$ cat config.mk
export PLATFORM = sky130hd
export DESIGN_NAME = membank_ctrl
export DESIGN_NICKNAME = d
export VERILOG_FILES = /design/src/rtl/membank_pkg.sv /design/src/rtl/bank_decode.sv /design/src/rtl/lane_ctrl.sv /design/src/rtl/read_steer.sv /design/src/rtl/ack_gen.sv /design/src/rtl/membank_ctrl.sv
export SDC_FILE = /design/constraint.sdc
export NUM_CORES = 1
export LEC_CHECK = 0
export BUFFER_PORTS_ARGS = -buffer_cell sky130_fd_sc_hd__buf_4
export CAP_MARGIN = 20
export CORE_ASPECT_RATIO = 1.2
export CORE_MARGIN = 1.5
export CORE_UTILIZATION = 26
export CTS_CLUSTER_SIZE = 10
export DETAILED_ROUTE_END_ITERATION = 10
export GPL_TIMING_DRIVEN = 0
export PLACE_DENSITY = 0.77
export RECOVER_POWER = 25
export SLEW_MARGIN = 10
export SYNTH_ARGS = -nofsm -noshare
export SYNTH_HDL_FRONTEND = slang
export SYNTH_SLANG_ARGS = --single-unit
$ cat constraint.sdc
create_clock -name clk -period 1 [get_ports clk]
set_input_delay 0.05 -clock clk [delete_from_list [all_inputs] [get_ports clk]]
set_output_delay 0.05 -clock clk [all_outputs]
set_load 0.02 [all_outputs]
$ cat src/rtl/membank_pkg.sv
// Package: shared constants and chip numbering for the bank decoder.
// Assumes two byte lanes per bank; chip index = bank * lanes + lane.
package membank_pkg;
    localparam int BYTE_W  = 8;
    localparam int LANES   = 2;
    localparam int LANE_LO = 0;
    localparam int LANE_HI = 1;

    // Flat chip number for a bank and a byte lane.
    function automatic int chip_idx(input int bank, input int lane);
        return bank * LANES + lane;
    endfunction
endpackage

$ cat src/rtl/bank_decode.sv
// Module: bank_decode
// Splits the CPU word address into a one-hot bank select and the
// address shared by all chips. Assumes ADDR_W > CHIP_AW.
module bank_decode #(
    parameter int ADDR_W  = 23,
    parameter int CHIP_AW = 22,
    localparam int BANK_BITS = ADDR_W - CHIP_AW,
    localparam int BANKS     = 1 << BANK_BITS
) (
    input  logic [ADDR_W-1:0]  cpu_addr,
    output logic [BANKS-1:0]   bank_hit,
    output logic [CHIP_AW-1:0] chip_addr
);
    // One-hot bank from the top address bits.
    always_comb begin
        bank_hit = '0;
        bank_hit[cpu_addr[ADDR_W-1:CHIP_AW]] = 1'b1;
    end

    assign chip_addr = cpu_addr[CHIP_AW-1:0];
endmodule

$ cat src/rtl/lane_ctrl.sv
// Module: lane_ctrl
// Control strobes for one byte-wide chip. Enabled only when its bank is
// addressed, its byte strobe is low and the address strobe is low.
// Assumes rd = 1 for a read and 0 for a write.
module lane_ctrl (
    input  logic bank_sel,
    input  logic strobe_n,
    input  logic as_n,
    input  logic rd,
    output logic ce_n,
    output logic oe_n,
    output logic we_n
);
    logic enable;

    // Combined select for this chip.
    always_comb begin
        enable = bank_sel & ~strobe_n & ~as_n;
        ce_n   = ~enable;
        oe_n   = ~(enable & rd);
        we_n   = ~(enable & ~rd);
    end
endmodule

$ cat src/rtl/read_steer.sv
// Module: read_steer
// Selects the addressed bank's two chip outputs onto the CPU read bus,
// zeroing any lane that is not strobed or any cycle that is not a read.
module read_steer
    import membank_pkg::*;
#(
    parameter int BANKS = 2,
    localparam int CHIPS = BANKS * LANES
) (
    input  logic [BANKS-1:0]        bank_hit,
    input  logic                    as_n,
    input  logic                    uds_n,
    input  logic                    lds_n,
    input  logic                    rd,
    input  logic [CHIPS*BYTE_W-1:0] mem_rdata,
    output logic [2*BYTE_W-1:0]     cpu_rdata
);
    logic [BYTE_W-1:0] hi_byte;
    logic [BYTE_W-1:0] lo_byte;
    logic              rd_cycle;

    // Pick the addressed bank's chip outputs.
    always_comb begin
        hi_byte = '0;
        lo_byte = '0;
        for (int b = 0; b < BANKS; b++) begin
            if (bank_hit[b]) begin
                hi_byte = mem_rdata[chip_idx(b, LANE_HI)*BYTE_W +: BYTE_W];
                lo_byte = mem_rdata[chip_idx(b, LANE_LO)*BYTE_W +: BYTE_W];
            end
        end
    end

    // Gate each lane by its strobe and the read direction.
    always_comb begin
        rd_cycle  = rd & ~as_n;
        cpu_rdata = {(rd_cycle & ~uds_n) ? hi_byte : '0,
                     (rd_cycle & ~lds_n) ? lo_byte : '0};
    end
endmodule

$ cat src/rtl/ack_gen.sv
// Module: ack_gen
// Bus acknowledge: low from the first clock edge that sees the address
// strobe low, released combinationally when the strobe goes high.
// Assumes the strobe idles high for at least one edge between cycles.
module ack_gen (
    input  logic clk,
    input  logic rst_n,
    input  logic as_n,
    output logic dtack_n
);
    logic seen_q;

    // Remember that the strobe was low at the last edge.
    always_ff @(posedge clk) begin
        if (!rst_n) seen_q <= 1'b0;
        else        seen_q <= ~as_n;
    end

    assign dtack_n = as_n | ~seen_q;

    // a strobe held low across an edge is acknowledged.
    p_ack_held_r7: assert property (@(posedge clk) disable iff (!rst_n)
        (!as_n && !$past(as_n) && $past(rst_n)) |-> !dtack_n);
    // no acknowledge without a strobe.
    p_ack_idle_r7: assert property (@(posedge clk) disable iff (!rst_n)
        as_n |-> dtack_n);
    // first edge after reset never acknowledges.
    p_ack_reset_r8: assert property (@(posedge clk) disable iff (!rst_n)
        !$past(rst_n) |-> dtack_n);
endmodule

$ cat src/rtl/membank_ctrl.sv
// Module: membank_ctrl (top)
// Memory bank decoder for a 16-bit CPU bus over byte-wide SRAM chips.
// Top address bits pick a bank of two chips; byte strobes pick lanes.
// Assumes bus inputs are stable while the address strobe is low.
module membank_ctrl
    import membank_pkg::*;
#(
    parameter int ADDR_W  = 23,
    parameter int CHIP_AW = 22,
    localparam int BANK_BITS = ADDR_W - CHIP_AW,
    localparam int BANKS     = 1 << BANK_BITS,
    localparam int CHIPS     = BANKS * LANES,
    localparam int DATA_W    = LANES * BYTE_W
) (
    input  logic                    clk,
    input  logic                    rst_n,
    input  logic [ADDR_W-1:0]       cpu_addr,
    input  logic                    cpu_as_n,
    input  logic                    cpu_uds_n,
    input  logic                    cpu_lds_n,
    input  logic                    cpu_rw,
    input  logic [DATA_W-1:0]       cpu_wdata,
    output logic [DATA_W-1:0]       cpu_rdata,
    output logic                    cpu_dtack_n,
    output logic [CHIP_AW-1:0]      mem_addr,
    output logic [CHIPS-1:0]        mem_ce_n,
    output logic [CHIPS-1:0]        mem_oe_n,
    output logic [CHIPS-1:0]        mem_we_n,
    output logic [DATA_W-1:0]       mem_wdata,
    input  logic [CHIPS*BYTE_W-1:0] mem_rdata
);
    logic [BANKS-1:0] bank_hit;

    // Address split into bank select and chip address.
    bank_decode #(.ADDR_W(ADDR_W), .CHIP_AW(CHIP_AW)) u_dec (
        .cpu_addr  (cpu_addr),
        .bank_hit  (bank_hit),
        .chip_addr (mem_addr)
    );

    // One control block per chip.
    for (genvar b = 0; b < BANKS; b++) begin : g_bank
        for (genvar ln = 0; ln < LANES; ln++) begin : g_lane
            localparam int IDX = chip_idx(b, ln);
            logic strobe_n;
            assign strobe_n = (ln == LANE_HI) ? cpu_uds_n : cpu_lds_n;

            lane_ctrl u_lane (
                .bank_sel (bank_hit[b]),
                .strobe_n (strobe_n),
                .as_n     (cpu_as_n),
                .rd       (cpu_rw),
                .ce_n     (mem_ce_n[IDX]),
                .oe_n     (mem_oe_n[IDX]),
                .we_n     (mem_we_n[IDX])
            );

            // a chip is enabled only when its own bank is addressed.
            p_bank_match_r1: assert property (@(posedge clk) disable iff (!rst_n)
                !mem_ce_n[IDX] |-> (cpu_addr[ADDR_W-1:CHIP_AW] == BANK_BITS'(b)));
            // an enabled chip has its lane strobe low.
            p_lane_strobe_r3: assert property (@(posedge clk) disable iff (!rst_n)
                !mem_ce_n[IDX] |-> !strobe_n);
        end
    end

    // Read data steering from the addressed bank.
    read_steer #(.BANKS(BANKS)) u_rd (
        .bank_hit  (bank_hit),
        .as_n      (cpu_as_n),
        .uds_n     (cpu_uds_n),
        .lds_n     (cpu_lds_n),
        .rd        (cpu_rw),
        .mem_rdata (mem_rdata),
        .cpu_rdata (cpu_rdata)
    );

    // Acknowledge timing.
    ack_gen u_ack (
        .clk     (clk),
        .rst_n   (rst_n),
        .as_n    (cpu_as_n),
        .dtack_n (cpu_dtack_n)
    );

    assign mem_wdata = cpu_wdata;

    // never more than one bank's pair of chips enabled.
    p_one_bank_r1: assert property (@(posedge clk) disable iff (!rst_n)
        $countones(~mem_ce_n) <= LANES);
    // no chip enabled without the address strobe.
    p_need_as_r3: assert property (@(posedge clk) disable iff (!rst_n)
        cpu_as_n |-> (&mem_ce_n));
    // no write enable during a read.
    p_no_we_on_read_r4: assert property (@(posedge clk) disable iff (!rst_n)
        cpu_rw |-> (&mem_we_n));
    // no output enable during a write.
    p_no_oe_on_write_r5: assert property (@(posedge clk) disable iff (!rst_n)
        !cpu_rw |-> (&mem_oe_n));
    // with both byte strobes high no chip is enabled.
    p_no_lane_r9: assert property (@(posedge clk) disable iff (!rst_n)
        (cpu_uds_n && cpu_lds_n) |-> (&mem_ce_n));
endmodule

==> PnR_summary.wiki <==
{| class="wikitable"
! Metric !! Value
|-
| Largest reg by FF count || u_ack.seen_q
|-
| Final total power || 792 µW
|-
| Hold-critical path depth || 2
|-
| Top achievable clock speed || 1010 MHz
|-
| Regs by FF count || u_ack.seen_q: 1 flops
|-
| Fraction of the mapped netlist area in compound gates || 0
|-
| Area of all placed cells without fillers || 1730 µm²
|-
| Post-route antenna net violation count || 0
|-
| Capturing element type of the critical path || primary output
|-
| Synthesized-area fraction occupied by xor and xnor cells || 0
|-
| Number of max-cap violations || 0
|-
| Dominant combinational cell family by area after synthesis || buffers and inverters
|-
| Number of distinct standard cells referenced by the synthesized netlist || 12
|-
| Via-to-Cell Ratio || 3.99
|-
| Starting Density || 0.275
|-
| Syn_nets || 186
|-
| CP max FO || 8
|-
| Routability Congestion || 0.708
|-
| Arrival time of data at the critical path endpoint || 0.94 ns
|-
| Routed WL per cell || 10.9 µm
|-
| Placed instance area || 1600 µm²
|-
| Worst hold endpoint || u_ack.seen_q
|-
| Maximum number of pins on one net before global-route repair || 11
|-
| Width of the die || 52.5 µm
|-
| Area of combinational cells with multiple inputs || 423 µm²
|-
| Half-perimeter wire length after detailed placement || 2.32 mm
|-
| First-pass GRT wire length || 3.94 mm
|-
| Overall fraction of global-route tracks in use || 0.149
|-
| Crit path launch type || input pin
|-
| Commonest cells after routing, fill and taps aside || sky130_fd_sc_hd__buf_4, sky130_fd_sc_hd__clkbuf_1, sky130_fd_sc_hd__mux2i_1, sky130_fd_sc_hd__buf_6
|-
| Number of filler cells placed in the layout || 274
|-
| Sum of negative setup slack || 0 ns
|-
| Min Tclk post-route || 0.992 ns
|-
| Number of nets in the layout || 295
|-
| Total met2 wirelength after detailed routing || 1.58 mm
|-
| Leftover overflow at the end of global routing || 0
|-
| Antenna cell count || 0
|-
| Leakage power total || 0.919 nW
|-
| Iteration-0 DRC count of the detailed router || 6
|-
| Number of flip-flops in the largest register || 1
|-
| Unrepaired setup endpoints after global routing || true
|-
| Std-Cell Core Area || 2790 µm²
|-
| Area share of and/or/nand/nor cells after synthesis || 0.232
|-
| Antenna violations before repair || 0
|-
| Result of the run || completed
|-
| Share of the cycle needed by the critical path after routing || 0.992
|-
| Footprint of the flip-flops and latches || 20.0 µm²
|-
| Mean area per synthesized cell || 7.03 µm²
|-
| Wire length reported by the detailed router || 2.74 mm
|-
| Number of buffer cells added on primary ports || 105
|-
| Synth Warn # || 0
|-
| IO Count || 144
|-
| Adder and majority gate portion of the synthesized area || 0
|-
| Hold wc startpoint || rst_n
|-
| Hold buffers post-CTS || 0
|-
| Max-slew violation total from the final report || 0
|-
| Actual transition at the worst max-transition pin || 0.273 ns
|-
| DR WL met3 || 352 µm
|-
| Areal power density over the cells || 459 nW/µm²
|-
| Number of instances in the synthesized netlist || 109
|-
| Area of the die || 3280 µm²
|-
| Proportion of synthesized chip area in sequential cells || 0.0261
|-
| Non-filler instance count after layout || 250
|-
| Number of core rows || 21
|-
| Required time reported for the critical path endpoint || 0.95 ns
|-
| Vias in the first global route || 901
|-
| Worst Setup Path Type || in2out
|-
| Number of cells in the design after placement || 248
|-
| Worst voltage drop across the vdd grid || 0.270 mV
|-
| Ratio of cells with drive above 1 in the final layout || 0.750
|-
| Die extent in y || 62.5 µm
|-
| Headroom to the max-slew limit || 0.813
|-
| Final hold violations || 0
|-
| Highest metal layer with signal wires || met3
|-
| End-of-flow core utilization || 0.619
|-
| Synthesis-to-finish area growth || 125%
|-
| Total of flip-flops plus latches after synthesis || 1
|-
| Multiplexer area fraction after synthesis || 0.209
|-
| Final number of setup-violating endpoints || 0
|-
| Clock-pin slew on the worst setup and hold paths || 0 ns
|-
| Post-route DRC violation count || 0
|-
| Metal1 wirelength || 801 µm
|-
| Post-Synthesis Cell Area || 766 µm²
|-
| Min-delay worst type || in2reg
|-
| Commonest non-fill, non-tap cell in the layout || sky130_fd_sc_hd__buf_4
|-
| Drt first pass iters || 2
|-
| Number of vias in the routed layout || 998
|}
==> final cells by class <==
| type | count | share of cell area |
|---|---|---|
| Timing Repair Buffer | 108 | 0.476 |
| Buffer | 53 | 0.242 |
| Tap cell | 34 | 0.0247 |
| Multi-Input combinational cell | 54 | 0.245 |
| Sequential cell | 1 | 0.0116 |
==> how the worst max path moves through the flow <==
stage               endpoint  cells after the start    startpoint
2_1_floorplan   cpu_rdata[0]                      3     cpu_lds_n
3_3_place_gp     mem_ce_n[0]                      5  cpu_addr[22]
3_5_place_dp     mem_ce_n[0]                      5  cpu_addr[22]
4_1_cts        cpu_rdata[15]                      5      cpu_as_n
5_1_grt         cpu_rdata[2]                      5      cpu_as_n
6_report        cpu_rdata[2]                      5      cpu_as_n
==> where the power goes <==
part | internal (mW) | total [mW] | switching [mW] | leakage [nW]
registers | 0.0429 | 0.0434 | 0.000499 | 0.00834
clock network | 0 | 0 | 0 | 0
logic | 0.417 | 0.748 | 0.332 | 0.910
total | 0.460 | 0.792 | 0.332 | 0.919
==> repair_timing <==
item                       in CTS  in global routing
setup endpoints to repair      17                 18
pin swaps                      10                  1
resized for setup              35                  9
hold endpoints to repair        0                  0
buffers inserted                1                  2
==> kinds of logic (layout without fill, tap and decap cells) <==
family / after synthesis / in the layout
flops: 1 / 1
simple gates: 38 / 38
mux: 16 / 16
buf+inv: 54 / 161
==> routing by layer <==
metal,vias to the layer above,GRT usage
met5,-,0
met4,0,0
met3,0,0.0311
met2,73,0.311
met1,414,0.150
li1,511,-
==> cell usage after synthesis <==
cell,instances,area share
sky130_fd_sc_hd__buf_4,50,0.49
sky130_fd_sc_hd__nor2_1,19,0.093
sky130_fd_sc_hd__mux2i_1,16,0.21
sky130_fd_sc_hd__nand2_1,8,0.039
sky130_fd_sc_hd__nand2b_1,3,0.025
sky130_fd_sc_hd__and2b_1,2,0.020
sky130_fd_sc_hd__buf_2,2,0.013
sky130_fd_sc_hd__buf_6,2,0.029
sky130_fd_sc_hd__nor2b_1,2,0.016
sky130_fd_sc_hd__or3_1,2,0.016
sky130_fd_sc_hd__or3b_1,2,0.023
sky130_fd_sc_hd__dfxtp_1,1,0.026
==> critical path, stage by stage <==
cell and delay, ns:
sky130_fd_sc_hd__buf_12 0.11, sky130_fd_sc_hd__or3b_4 0.40, sky130_fd_sc_hd__buf_12 0.16, sky130_fd_sc_hd__nor2_4 0.10
sky130_fd_sc_hd__buf_6 0.12
==> per-stage QoR <==
| stage | hold WS (ns) | setup slack (ns) |
|---|---|---|
| after floorplan | 0.175 | 0.0871 |
| after global placement | 0.256 | -0.0934 |
| after detailed placement | 0.264 | -0.0898 |
| after CTS | 0.264 | 0.00105 |
| after global routing | 0.277 | -0.0156 |
| final | 0.260 | 0.00764 |
(Power assumes the default switching activity.)
